## config.mk

```make
export PLATFORM = sky130hd
export DESIGN_NAME = adc_scan_seq
export DESIGN_NICKNAME = d
export VERILOG_FILES = /design/src/rtl/scan_pkg.sv /design/src/rtl/scan_eoc_sync.sv /design/src/rtl/scan_slot_map.sv /design/src/rtl/scan_ctrl.sv /design/src/rtl/adc_scan_seq.sv
export SDC_FILE = /design/constraint.sdc
export NUM_CORES = 1
export LEC_CHECK = 0
export BUFFER_PORTS_ARGS = -buffer_cell sky130_fd_sc_hd__buf_2
export CAP_MARGIN = 20
export CORE_UTILIZATION = 41
export DETAILED_ROUTE_END_ITERATION = 16
export GPL_TIMING_DRIVEN = 0
export PLACE_DENSITY = 0.84
export SYNTH_ARGS = -nofsm -noshare
export SYNTH_HDL_FRONTEND = slang
export SYNTH_SLANG_ARGS = --single-unit
```

## constraint.sdc

```tcl
create_clock -name clk -period 3.8 [get_ports clk]
set_input_delay 0.76 -clock clk [delete_from_list [all_inputs] [get_ports clk]]
set_output_delay 0.76 -clock clk [all_outputs]
set_load 0.05 [all_outputs]
```

## src/rtl/scan_pkg.sv

```systemverilog
package scan_pkg;

    typedef enum logic [1:0] {
        ST_IDLE   = 2'd0,
        ST_SETTLE = 2'd1,
        ST_LAUNCH = 2'd2,
        ST_WAIT   = 2'd3
    } scan_state_e;

endpackage

```

## src/rtl/scan_eoc_sync.sv

```systemverilog
module scan_eoc_sync #(
    parameter int STAGES = 2
) (
    input  logic clk,
    input  logic rst_n,
    input  logic soft_rst,
    input  logic eoc_async,
    output logic eoc_evt
);

    // stg[0..STAGES-1] form the synchronizer, stg[STAGES] holds the previous level
    logic [STAGES:0] stg;

    for (genvar i = 0; i <= STAGES; i++) begin : g_stage
        always_ff @(posedge clk or negedge rst_n) begin
            if (!rst_n)
                stg[i] <= 1'b0;
            else if (soft_rst)
                stg[i] <= 1'b0;
            else if (i == 0)
                stg[i] <= eoc_async;
            else
                stg[i] <= stg[(i == 0) ? 0 : i - 1];
        end
    end

    assign eoc_evt = stg[STAGES-1] & ~stg[STAGES];

    AST_EVT_SINGLE: assert property (@(posedge clk) disable iff (!rst_n)
        eoc_evt |=> !eoc_evt);

endmodule

```

## src/rtl/scan_slot_map.sv

```systemverilog
module scan_slot_map #(
    parameter int NUM_CH = 4,
    parameter int SMP_W  = 12,
    parameter int WORD_W = 16,
    parameter int CH_W   = 2,
    parameter int ADDR_W = 4
) (
    input  logic              buf_sel,
    input  logic [CH_W-1:0]   ch,
    input  logic [SMP_W-1:0]  smp,
    output logic [ADDR_W-1:0] slot_addr,
    output logic [WORD_W-1:0] slot_word
);

    localparam int BYTES = WORD_W / 8;

    assign slot_addr = ADDR_W'((int'(buf_sel) * NUM_CH + int'(ch)) * BYTES);

    if (WORD_W > SMP_W) begin : g_pad
        assign slot_word = {{(WORD_W - SMP_W){1'b0}}, smp};
    end else begin : g_trunc
        assign slot_word = smp[WORD_W-1:0];
    end

endmodule

```

## src/rtl/scan_ctrl.sv

```systemverilog
module scan_ctrl
    import scan_pkg::*;
#(
    parameter int NUM_CH = 4,
    parameter int CH_W   = 2
) (
    input  logic            clk,
    input  logic            rst_n,
    input  logic            soft_rst,
    input  logic            start,
    input  logic            free_run,
    input  logic            eoc_evt,
    output logic            soc,
    output logic            wr_en,
    output logic            scan_done,
    output logic [CH_W-1:0] ch,
    output logic            buf_sel
);

    scan_state_e state, state_nx;
    logic        last_ch;
    logic        capture;

    assign last_ch = (ch == CH_W'(NUM_CH - 1));

    // state register
    always_ff @(posedge clk or negedge rst_n) begin
        if (!rst_n)
            state <= ST_IDLE;
        else
            state <= state_nx;
    end

    // transitions
    always_comb begin
        state_nx = state;
        unique case (state)
            ST_IDLE:   if (start) state_nx = ST_SETTLE;
            ST_SETTLE: state_nx = ST_LAUNCH;
            ST_LAUNCH: state_nx = ST_WAIT;
            ST_WAIT:   if (eoc_evt)
                           state_nx = (last_ch && !free_run) ? ST_IDLE : ST_SETTLE;
            default:   state_nx = ST_IDLE;
        endcase
        if (soft_rst)
            state_nx = ST_IDLE;
    end

    // outputs
    always_comb begin
        soc       = 1'b0;
        capture   = 1'b0;
        unique case (state)
            ST_IDLE, ST_SETTLE: ;
            ST_LAUNCH: soc = 1'b1;
            ST_WAIT:   capture = eoc_evt && !soft_rst;
            default: ;
        endcase
        wr_en     = capture;
        scan_done = capture && last_ch;
    end

    // channel pointer and buffer half
    always_ff @(posedge clk or negedge rst_n) begin
        if (!rst_n) begin
            ch      <= '0;
            buf_sel <= 1'b0;
        end else if (soft_rst) begin
            ch      <= '0;
            buf_sel <= 1'b0;
        end else if (capture) begin
            ch <= last_ch ? '0 : ch + CH_W'(1);
            if (last_ch)
                buf_sel <= ~buf_sel;
        end
    end

    AST_SOC_SINGLE: assert property (@(posedge clk) disable iff (!rst_n)
        soc |=> !soc);
    AST_MUX_SETTLED: assert property (@(posedge clk) disable iff (!rst_n)
        soc |-> $stable(ch));
    AST_DONE_ON_WRITE: assert property (@(posedge clk) disable iff (!rst_n)
        scan_done |-> (wr_en && ch == CH_W'(NUM_CH - 1)));
    AST_BUF_SWAP: assert property (@(posedge clk) disable iff (!rst_n)
        scan_done |=> (soft_rst || buf_sel != $past(buf_sel)));
    AST_CH_ADVANCE: assert property (@(posedge clk) disable iff (!rst_n)
        wr_en |=> (soft_rst ||
                   (($past(ch) == CH_W'(NUM_CH - 1)) ? (ch == '0) : (ch == $past(ch) + CH_W'(1)))));
    AST_IDLE_NO_WRITE: assert property (@(posedge clk) disable iff (!rst_n)
        (state == ST_IDLE) |-> !wr_en);

endmodule

```

## src/rtl/adc_scan_seq.sv

```systemverilog
module adc_scan_seq #(
    parameter int NUM_CH      = 4,
    parameter int SMP_W       = 12,
    parameter int WORD_W      = 16,
    parameter int SYNC_STAGES = 2,
    localparam int CH_W   = $clog2(NUM_CH),
    localparam int ADDR_W = $clog2(2 * NUM_CH * (WORD_W / 8))
) (
    input  logic              clk,
    input  logic              rst_n,
    input  logic              soft_rst,
    input  logic              start,
    input  logic              free_run,
    input  logic              eoc_async,
    input  logic [SMP_W-1:0]  smp_data,
    output logic              soc,
    output logic [CH_W-1:0]   mux_sel,
    output logic [ADDR_W-1:0] wr_addr,
    output logic [WORD_W-1:0] wr_data,
    output logic              wr_en,
    output logic              buf_idx,
    output logic              scan_done
);

    logic eoc_evt;

    scan_eoc_sync #(.STAGES(SYNC_STAGES)) i_sync (
        .clk       (clk),
        .rst_n     (rst_n),
        .soft_rst  (soft_rst),
        .eoc_async (eoc_async),
        .eoc_evt   (eoc_evt)
    );

    scan_ctrl #(.NUM_CH(NUM_CH), .CH_W(CH_W)) i_ctrl (
        .clk       (clk),
        .rst_n     (rst_n),
        .soft_rst  (soft_rst),
        .start     (start),
        .free_run  (free_run),
        .eoc_evt   (eoc_evt),
        .soc       (soc),
        .wr_en     (wr_en),
        .scan_done (scan_done),
        .ch        (mux_sel),
        .buf_sel   (buf_idx)
    );

    // the slot uses the channel still selected, i.e. the one just converted
    scan_slot_map #(
        .NUM_CH (NUM_CH),
        .SMP_W  (SMP_W),
        .WORD_W (WORD_W),
        .CH_W   (CH_W),
        .ADDR_W (ADDR_W)
    ) i_map (
        .buf_sel   (buf_idx),
        .ch        (mux_sel),
        .smp       (smp_data),
        .slot_addr (wr_addr),
        .slot_word (wr_data)
    );

endmodule

```

Word level (Yosys, flattened, before mapping):

Index checks and enable logic that the tools add are counted.

* bits in registers: 8
* input bits: 18
* output and inout port bits: 26
* logic and storage cells: 43

* add/subtract/negate cells: 2
* eq/ne operators: 6
* mux-type cells: 16
* bitwise operators: 3
* reductions and logical operators: 10

Operator list (number)
* $mux W2: 6
* $mux W1: 9
* $pmux W2 S4: 1
* $eq A2 B2 Y1 const B: 3
* $reduce_and A2 Y1: 2
* $reduce_bool A2 Y1: 2
* $add A3 B2 Y3: 1
* $logic_and A1 B1 Y1: 3
* $ne A3 B2 Y1 const B: 1
* $ne A3 B3 Y1 const B: 1
* $add A2 B1 Y2 const B: 1
* $eq A2 B1 Y1 const B: 1
* $logic_not A1 Y1: 2
* $logic_not A2 Y1: 1
* $not A1 Y1: 2
* $and A1 B1 Y1: 1

Logic depth before layout (Yosys ltp):

Gate-level depths: netlist of run 1.

* depth in word-level cells: 6
* depth in mapped cells: 5
* depth with buffers taken out: 5

By module:

Synthesis of run 1 repeated with hierarchy kept, for this count alone.

* cells, all modules: 60
* area total of the unflattened synthesis: 570.5 um^2

Modules (own cells, without submodules)
* scan_ctrl: times used 1, cells each 32, area an instance 314.1 um^2, seq. area each 125.1 um^2
* scan_slot_map: times used 1, cells each 21, area an instance 153.9 um^2, seq. area each 0.0 um^2
* scan_eoc_sync: times used 1, cells each 7, area an instance 102.6 um^2, seq. area each 75.1 um^2

Least setup slack after synthesis of run 1:

OpenSTA, ideal clock, no wires.

* kind: in2out
* start: input port soft_rst
* end: output port scan_done
* arrival: 2.180 ns
* required time: 3.040 ns
* setup slack: 0.860 ns
* cell stages on the path: 3
* buffers on the path: 1
* cells stage by stage: clkbuf_1 -> nor2_1 -> and2_1

* longest elaborated chain between the ends: 4

RTL lines
* from (decl): line adc_scan_seq.sv:11 `input logic soft_rst,`
* $logic_not A1 Y1: line scan_ctrl.sv:56 `ST_WAIT: capture = eoc_evt && !soft_rst;`
* $logic_and A1 B1 Y1: line scan_ctrl.sv:56
* $mux W1: line scan_ctrl.sv:53 `unique case (state)`
* net wr_en: line adc_scan_seq.sv:20 `output logic wr_en,`
* $logic_and A1 B1 Y1: line scan_ctrl.sv:60 `scan_done = capture && last_ch;`
* to (decl): line adc_scan_seq.sv:22 `output logic scan_done`

The timed path passes the listed nets, and every way through them passes these cells.

Final worst setup path of run 1:

* start: register i_ctrl.state[0]
* end: output port scan_done

* longest elaborated chain between the ends: 3

RTL lines
* from (decl): line scan_ctrl.sv:20 `scan_state_e state, state_nx;`
* from (signal assigned): line scan_ctrl.sv:31 `state <= state_nx;`
* $eq A2 B2 Y1: line scan_ctrl.sv:53
* $mux W1: line scan_ctrl.sv:53
* $logic_and A1 B1 Y1: line scan_ctrl.sv:60

No other way between the ends.

==> metrics.txt, run 1 <==
n_diodes 0; status completed; Worst Reg2Reg Path Length in Cells 5; Post-CTS Setup Inserts 0; NetSw 0.117 mW; root buf cell clkbuf_4; Initial Util 45.1%; total iterations of the first detailed-routing run 2; clk_lat worst skew 250 ps; vias per std cell 4.39; Placement Setup Slack 1480 ps; htree depth 1; Via Count 483; internal power 0.173 mW; Final Instance Count excl. Fillers 110; GRT Util Overall 13.5%; worst clock skew 3.76 ps; Mapped Cells 63; Die ar. 0.00161 mm2; final WL 978 um; Post-route DRC 0; final setup vio count 0; RSZ-0062 raised after global routing false; first-pass GRT wire length 1370 um; crit end category output port; fin crit period 2350 ps; Filler Cells Inserted 128; Hold Fails Final Rpt 0; Logic pwr share 42.1%; P_leak 0.462 nW; CP Launch Type flip-flop; proportion of layout cells with a drive suffix above 1 52.6%; Highest Clock Rate 0.425 GHz; RR Startpoint i_ctrl.state[0]; initial antenna violation count 0; post-detailed-placement half-perimeter wirelength 829 um; Netlist Area Pre-Place 594 um2; cts hold-fix bufs 0; switching share of power 40.5%; Yosys reg bits 8; largest net degree at the start of global routing 11; Tot Pwr 0.290 mW; die width 40.1 um; port buffer count 25; Max IR drop VDD 0.213 mV; slowest CP cell dfrtp_1; YS warnings 0; Syn Area/Cell 9.43 um2; Worst R2R End i_ctrl.state[0]; critical path class flip-flop to output port; Hold/Removal Path Class input pin to asynchronous set/reset pin; 1st-iter DRT viols 1; Final GP Congestion 0.712; crit-path cells ha_1, nand3b_2, nor2_1, and2_1, buf_2; Critical Path Fanout Max 6; Critical Path AT 1590 ps; Die Ht 40.1 um; # rows 13; routed len/inst 8.89 um; # resized after CTS 0; Final #Nets 119; Area Growth Syn to Fin 30.5%; worst endpoint required time 3040 ps; final setup TNS 0 ps; number of CTS-inserted buffers 3; Final ANT Viol Nets 0; vias in the first global route 358; Pwr per Cell Area 374 mW/mm2; Clk pwr share 21.9%; io pins 44; Final period util 62.0%; CTS sink count 8; Clock Path Buffers 2; # Max-Cap Violations 0; reg2reg setup slack 2400 ps; CTS tree yes; count of different cell masters after synthesis 20; cell total after placement 107; Final Max Slew Viols 0; clk slew on worst S/H paths 50 ps; register area share after synthesis 33.7%; min setup slack post-route 1450 ps; total grt overflow 0; core area 0.00132 mm2; sequential share of power 36.0%; Worst path max stage delay 400 ps
[cell usage after synthesis]
master / count / area, um2
nand2b_1: 3 / 18.8
ha_1: 4 / 50.1
inv_1: 2 / 7.51
or3_1: 1 / 6.26
conb_1: 1 / 3.75
nand4b_1: 1 / 8.76
dfrtp_1: 8 / 200
clkbuf_1: 1 / 3.75
buf_4: 20 / 150
a21oi_1: 3 / 15.0
and2_1: 1 / 6.26
a21oi_2: 1 / 8.76
nor2_1: 3 / 11.3
a221o_1: 1 / 10.0
xor2_1: 1 / 8.76
nor2b_1: 6 / 37.5
nand2_1: 2 / 7.51
a2bb2oi_1: 1 / 8.76
mux2i_1: 2 / 20.0
nand3b_2: 1 / 11.3
[worst max path at each step]
stage / startpoint / to / cells past startpoint
after detailed placement: soft_rst / scan_done / 4
after global placement: soft_rst / scan_done / 4
after CTS: i_ctrl.state[0] / scan_done / 5
after floorplan: soft_rst / scan_done / 3
final: i_ctrl.state[0] / scan_done / 5
after global routing: i_ctrl.state[1] / scan_done / 5
[stage by stage]
| step | hold WS (ps) | instance area, um2 | utilization (%) |
|---|---|---|---|
| 3_3_place_gp | 447 | 753 | 57.2 |
| 4_1_cts | 339 | 776 | 58.9 |
| 5_1_grt | 341 | 776 | 58.9 |
| 2_1_floorplan | 439 | 609 | - |
| 6_report | 339 | 776 | 58.9 |
| 3_5_place_dp | 461 | 753 | 57.2 |
[worst max-delay path: cells and delay by family (launching register included)]
kind	cells	cell delay, ps
DFF	1	400
and+or+nand+nor	3	390
adders and majority gates	1	290
buffers and inverters	1	250
[cell usage in the layout (no fill, tap or decap), drive strengths merged]
master	n
a21oi	4
a221o	1
a2bb2oi	1
and2	1
buf	45
clkbuf	4
conb	5
dfrtp	8
ha	4
inv	2
mux2i	2
nand2	2
nand2b	3
nand3b	1
nand4b	1
nor2	3
nor2b	6
or3	1
xor2	1
[final cells by class]
cell class	count	area, um2	share of cell area, %
Sequential cell	8	200	25.8
Tap cell	15	18.8	2.42
Clock buffer	3	22.5	2.90
Multi-Input combinational cell	36	248	31.9
Inverter	2	7.51	0.968
Buffer	21	154	19.8
Timing Repair Buffer	25	125	16.1
[routing by layer]
metal | routed length, um | part of all wire (%) | vias to the layer above | global-route usage [%]
met3 | 91 | 9.3 | 2 | 8.33
met5 | 0 | 0 | - | 0
met1 | 362 | 37 | 209 | 13.4
li1 | - | - | 245 | -
met2 | 514 | 53 | 27 | 22.6
met4 | 10 | 1.0 | 0 | 5.17
[power by group through the flow]
stage	clock [mW]	sequential [mW]	combinational, mW
final	0.0635	0.104	0.122
after global routing	0.0703	0.106	0.133
after global placement	0	0.105	0.120
after detailed placement	0	0.106	0.123
after floorplan	0	0.104	0.105
after CTS	0.0667	0.105	0.123
[registers in the layout, indices dropped and copies added, names as in the netlist]
register,cells
i_ctrl.ch,2
i_ctrl.state,2
i_ctrl.buf_sel,1
i_sync.stg,3
[cells by family (layout without fill, tap and decap cells)]
family	Yosys count	in the layout	synth area share, %
compound gates	6	6	7.16
xor+xnor	1	1	1.47
fa+ha+maj	4	4	8.42
buf+inv	23	51	27.2
flops	8	8	33.7
mux	2	2	3.37
other cells	1	5	0.631
simple gates	18	18	18.1
No activity file was read; power rests on OpenSTA's default activity.
==> run 2: changes to the inputs <==
--- a/config.mk
+++ b/config.mk
@@ -7,10 +7,11 @@
 export LEC_CHECK = 0
 export BUFFER_PORTS_ARGS = -buffer_cell sky130_fd_sc_hd__buf_2
 export CAP_MARGIN = 20
-export CORE_UTILIZATION = 41
+export CORE_ASPECT_RATIO = 1.25
+export CORE_UTILIZATION = 35
 export DETAILED_ROUTE_END_ITERATION = 16
 export GPL_TIMING_DRIVEN = 0
-export PLACE_DENSITY = 0.84
+export PLACE_DENSITY = 0.77
 export SYNTH_ARGS = -nofsm -noshare
 export SYNTH_HDL_FRONTEND = slang
 export SYNTH_SLANG_ARGS = --single-unit
==> constraint.sdc (replaced) <==
create_clock -name clk -period 1.94 [get_ports clk]
set_input_delay 0.388 -clock clk [delete_from_list [all_inputs] [get_ports clk]]
set_output_delay 0.388 -clock clk [all_outputs]
set_load 0.05 [all_outputs]
==> run 2 against run 1 <==
Effect of this change:
- design area grew 5.2%
- register-to-register slack lost 1900 ps
- critical path depth is the same
- non-clock buffer count grew 1
- largest cell class unchanged
- largest power group unchanged
- highest routed layer is now met3
==> metrics.txt, run 2 (same netlist as run 1, synthesis figures left out) <==
vias in the first global route 392 (+9.5%); CTS tree yes; Hold Path Origin eoc_async; Critical Path Fanout Max 6 (unchanged); Critical Path AT 1460 ps (-130 ps); Highest Clock Rate 0.541 GHz; n_diodes 0 (unchanged); Via Count 478 (-1.0%); largest reg by FF count i_sync.stg; RSZ-0062 raised after global routing false; number of CTS-inserted buffers 3 (unchanged); port buffer count 25 (unchanged); critical path class flip-flop to output port; core area 0.00158 mm2 (+20%); P_leak 0.463 nW (about the same); CP Launch Type flip-flop; Hold/Removal Path Class input pin to flip-flop; crit-path cells ha_4, nand3b_2, nor2_4, and2_2, buf_4; Hold EP i_sync.stg[0]; Placement Setup Slack 178 ps (-1300 ps); RR Startpoint i_ctrl.state[0]; vias per std cell 4.19 (-4.5%); slowest CP cell dfrtp_2; biggest regs i_sync.stg (3), i_ctrl.ch (2), i_ctrl.state (2); total iterations of the first detailed-routing run 2 (unchanged); # rows 16 (+3); Worst path max stage delay 440 ps (+40 ps); worst endpoint required time 1550 ps (-1490 ps); min setup slack post-route 90.5 ps (-1360 ps); Die Ht 48.1 um (+20%); Pwr per Cell Area 715 mW/mm2 (+91%); Hold Fails Final Rpt 0 (unchanged); clk_lat worst skew 250 ps (about the same); Final period util 95.3%; clk slew on worst S/H paths 50 ps (about the same); GRT Util Overall 12.3% (-1.2 points); Post-route DRC 0 (unchanged); reg2reg setup slack 530 ps (-1870 ps); Reg area 203 um2 (+1.2%); 1st-iter DRT viols 3 (+2); Worst Reg2Reg Path Length in Cells 5 (unchanged); fin crit period 1850 ps; Max IR drop VDD 0.365 mV (+72%); routed len/inst 9.06 um (+1.9%); # Max-Cap Violations 0 (unchanged); final setup TNS 0 ps (unchanged); root buf cell clkbuf_4; Worst R2R End i_ctrl.state[0]; htree depth 1 (unchanged); number of flip-flops under the largest register name 3 (unchanged); largest net degree at the start of global routing 11 (unchanged); Final #Nets 120 (+0.84%); Area Growth Syn to Fin 37.3%; proportion of layout cells with a drive suffix above 1 57.3% (+4.7 points); Final GP Congestion 0.704 (-1.2%); status completed; initial antenna violation count 0 (unchanged); Die ar. 0.00187 mm2 (+16%); Worst Hold Depth 2; crit end category output port; Final ANT Viol Nets 0 (unchanged); most common cell after layout, fill and taps aside buf_2; die width 38.9 um (-3.0%); CTS sink count 8 (unchanged); io pins 44 (unchanged); post-detailed-placement half-perimeter wirelength 814 um (-1.8%); worst clock skew 2.62 ps (-1.14 ps); final WL 1030 um (+5.6%); Post-CTS Setup Inserts 0 (unchanged); total grt overflow 0 (unchanged); area of the multi-input gates 269 um2 (+8.6%); Initial Util 37.6% (-7.5 points); most frequent cells in the layout buf_2 (24), buf_4 (21), nor2b_1 (6), dfrtp_1 (6), conb_1 (5); first-pass GRT wire length 1540 um (+13%); Clock Path Buffers 2 (unchanged); final setup vio count 0 (unchanged); Filler Cells Inserted 152 (+19%); Final Max Slew Viols 0 (unchanged)
[run 2: cell types whose count changed in the layout (fill, tap and decap cells not counted), sizes merged]
cell	before	now
dlygate4sd3	0	1
[run 2: critical path: cells and delay by family, from the launching register on]
| family | cells | cell delay, ps |
|---|---|---|
| AND/OR/NAND/NOR | 3 | 390 |
| flip-flops | 1 | 440 |
| adder cells (fa/ha/maj) | 1 | 190 |
| buffers and inverters | 1 | 190 |
[run 2: where the power goes]
group	leakage [nW]	internal, mW	switching (mW)
combinational	0.343	0.0875	0.159
clock	0.0138	0.0706	0.0531
sequential	0.105	0.188	0.0262
[run 2: routing by layer]
layer	routed length (um)	vias up	GRT usage, %
met5	0	-	0
met4	0	0	8.28
met3	104	0	2.79
met2	504	33	21.3
met1	424	201	13.3
li1	-	244	-
[run 2: cell type report]
class / instances / area share [%]
multi-input cells: 36 / 33.0
clock buffers: 3 / 2.76
inverters: 2 / 0.920
well taps: 18 / 2.76
flip-flops and latches: 8 / 24.8
plain buffers: 21 / 18.9
repair buffers: 26 / 16.9
[run 2: how the worst max path moves through the flow]
stage          cells past startpoint        end  slack (ps)             from
5_1_grt                            5  scan_done          20  i_ctrl.state[1]
4_1_cts                            5  scan_done           2  i_ctrl.state[1]
6_report                           5  scan_done          90  i_ctrl.state[1]
3_3_place_gp                       5  scan_done         240  i_ctrl.state[1]
2_1_floorplan                      4  scan_done         120  i_ctrl.state[1]
3_5_place_dp                       5  scan_done         180  i_ctrl.state[1]
[run 2: stage by stage]
stage | std cells | total power, mW | hold slack (ps) | util, % | cell area [um2]
final | 114 | 0.584 | 374 | 51.6 | 816
after global routing | 114 | 0.625 | 359 | 51.6 | 816
after CTS | 114 | 0.578 | 368 | 50.8 | 803
after detailed placement | 110 | 0.450 | 237 | 48.4 | 766
after global placement | 110 | 0.442 | 238 | 48.4 | 766
after floorplan | 67 | 0.410 | 92.4 | - | 618
[run 2: timing repair]
action,4_1_cts,5_1_grt
setup endpoints to repair,1,2
hold buffers,1,0
hold endpoints to repair,8,0
gates resized for setup,2,3
==> run 3: changes to the inputs <==
--- a/config.mk
+++ b/config.mk
@@ -7,11 +7,11 @@
 export LEC_CHECK = 0
 export BUFFER_PORTS_ARGS = -buffer_cell sky130_fd_sc_hd__buf_2
 export CAP_MARGIN = 20
-export CORE_ASPECT_RATIO = 1.25
 export CORE_UTILIZATION = 35
 export DETAILED_ROUTE_END_ITERATION = 16
 export GPL_TIMING_DRIVEN = 0
 export PLACE_DENSITY = 0.77
+export REMOVE_ABC_BUFFERS = 1
 export SYNTH_ARGS = -nofsm -noshare
 export SYNTH_HDL_FRONTEND = slang
 export SYNTH_SLANG_ARGS = --single-unit
==> run 3 against run 2 <==
Effect of this change:
- sequential power decreased by 2%
- via count decreased by 20%
- worst setup slack improved by 11 ps
- clock power about the same
- critical path depth unchanged
- combinational power decreased by 36%
- largest power group is now registers
- worst hold slack got worse by 17 ps
- die area about the same
- clock skew increased by 2.5 ps
- first-iteration DRC count decreased by 33%
- critical endpoint unchanged
==> metrics.txt, run 3 (same netlist as run 1, synthesis figures left out) <==
die width 43.2 um (+11%); reg2reg setup slack 500 ps (-30 ps); Hold/Removal Path Class input pin to flip-flop; most frequent cells in the layout buf_2 (13), dfrtp_1 (8), nor2b_1 (6), conb_1 (5); vias per std cell 4.80 (+14%); Critical Path AT 1450 ps (about the same); first-pass GRT wire length 1610 um (+4.9%); Area Growth Syn to Fin -0.210%; Clock Path Buffers 2 (unchanged); GRT Util Overall 11.9% (-0.39 points); Final #Nets 88 (-27%); Hold WS 356 ps (-17.5 ps); fin crit period 1840 ps (-11.5 ps); CTS tree yes; Critical Path Fanout Max 6 (unchanged); root buf cell clkbuf_4; CTS sink count 8 (unchanged); Final GP Congestion 0.650 (-7.6%); # Max-Cap Violations 0 (unchanged); Final Max Slew Viols 0 (unchanged); largest reg by FF count i_sync.stg; CP Launch Type flip-flop; biggest regs i_sync.stg (3), i_ctrl.ch (2), i_ctrl.state (2); port buffer count 14 (-44%); crit end category output port; RR Startpoint i_ctrl.state[0]; initial antenna violation count 0 (unchanged); final WL 993 um (-3.9%); n_diodes 0 (unchanged); number of flip-flops under the largest register name 3 (unchanged); Placement Setup Slack 200 ps (+21.7 ps); Highest Clock Rate 0.544 GHz (+0.62%); proportion of layout cells with a drive suffix above 1 31.3% (-26 points); P_leak 0.319 nW (-31%); Pwr per Cell Area 825 mW/mm2 (+15%); min setup slack post-route 102 ps (+11.5 ps); total grt overflow 0 (unchanged); Max IR drop VDD 0.439 mV (+20%); RSZ-0062 raised after global routing false; vias in the first global route 383 (-2.3%); worst clock skew 5.15 ps (+2.53 ps); largest net degree at the start of global routing 11 (unchanged); htree depth 1 (unchanged); final setup TNS 0 ps (unchanged); Final period util 94.7% (-0.59 points); most common cell after layout, fill and taps aside buf_2; Initial Util 38.6% (+0.98 points); status completed; Worst Hold Depth 2 (unchanged); Hold Path Origin eoc_async; Post-CTS Setup Inserts 0 (unchanged); critical path class flip-flop to output port; # rows 14 (-2); Post-route DRC 0 (unchanged); clk_lat worst skew 250 ps (about the same); Hold EP i_sync.stg[0]; final setup vio count 0 (unchanged); Worst Reg2Reg Path Length in Cells 5 (unchanged); Die ar. 0.00187 mm2 (about the same); Via Count 384 (-20%); core area 0.00154 mm2 (-2.5%); Die Ht 43.2 um (-10%); routed len/inst 12.4 um (+37%); clk slew on worst S/H paths 50 ps (about the same); total iterations of the first detailed-routing run 5 (+3); Hold Fails Final Rpt 0 (unchanged); worst endpoint required time 1550 ps (about the same); 1st-iter DRT viols 2 (-1); io pins 44 (unchanged); Filler Cells Inserted 155 (+2.0%); Worst R2R End i_ctrl.state[0]; Final ANT Viol Nets 0 (unchanged); number of CTS-inserted buffers 3 (unchanged)
-- run 3: critical path, cell delays in order, from the launching register on --
cell,delay (ps)
dfrtp_1,450
ha_4,200
nand3b_2,120
nor2_1,120
and2_1,130
buf_4,190
-- run 3: worst max path at each step --
stage	from	to	slack, ps
3_3_place_gp	i_ctrl.state[1]	scan_done	260
5_1_grt	i_ctrl.state[1]	scan_done	10
6_report	i_ctrl.state[1]	scan_done	100
3_5_place_dp	i_ctrl.state[1]	scan_done	200
4_1_cts	i_ctrl.state[1]	scan_done	20
2_1_floorplan	i_ctrl.state[1]	scan_done	-420
-- run 3: where the power goes --
part	total, mW	internal, mW	switching (mW)
Combinational	0.158	0.0561	0.102
Clock	0.121	0.0704	0.0508
Sequential	0.210	0.185	0.0256
-- run 3: repair_timing --
item	CTS	global route
cloned	0	0
hold buffers	1	0
hold endpoints to repair	8	0
setup endpoints to repair	1	1
resized for setup	2	1
pin swaps	0	0
-- run 3: through the flow --
| stage | std cells | utilization (%) | power [mW] | instance area (um2) |
|---|---|---|---|---|
| finish | 80 | 38.5 | 0.489 | 593 |
| global route | 80 | 38.5 | 0.524 | 593 |
| CTS | 80 | 37.8 | 0.492 | 583 |
| detailed placement | 76 | 35.4 | 0.362 | 546 |
| global placement | 76 | 35.4 | 0.357 | 546 |
| floorplan | 46 | - | 0.331 | 455 |
-- run 3: per-layer routing --
| metal | wire length (um) | track usage (%) |
|---|---|---|
| met5 | 0 | 0 |
| met4 | 0 | 7.27 |
| met3 | 117 | 8.51 |
| met2 | 462 | 16.1 |
| met1 | 413 | 13.3 |
-- run 3: cell type report --
| cell class | count | area, um2 | share of cell area, % |
|---|---|---|---|
| Clock buffer | 3 | 22.5 | 3.80 |
| Inverter | 2 | 7.51 | 1.27 |
| Multi-Input combinational cell | 36 | 260 | 43.9 |
| Sequential cell | 8 | 200 | 33.8 |
| Tap cell | 16 | 20.0 | 3.38 |
| Timing Repair Buffer | 15 | 82.6 | 13.9 |
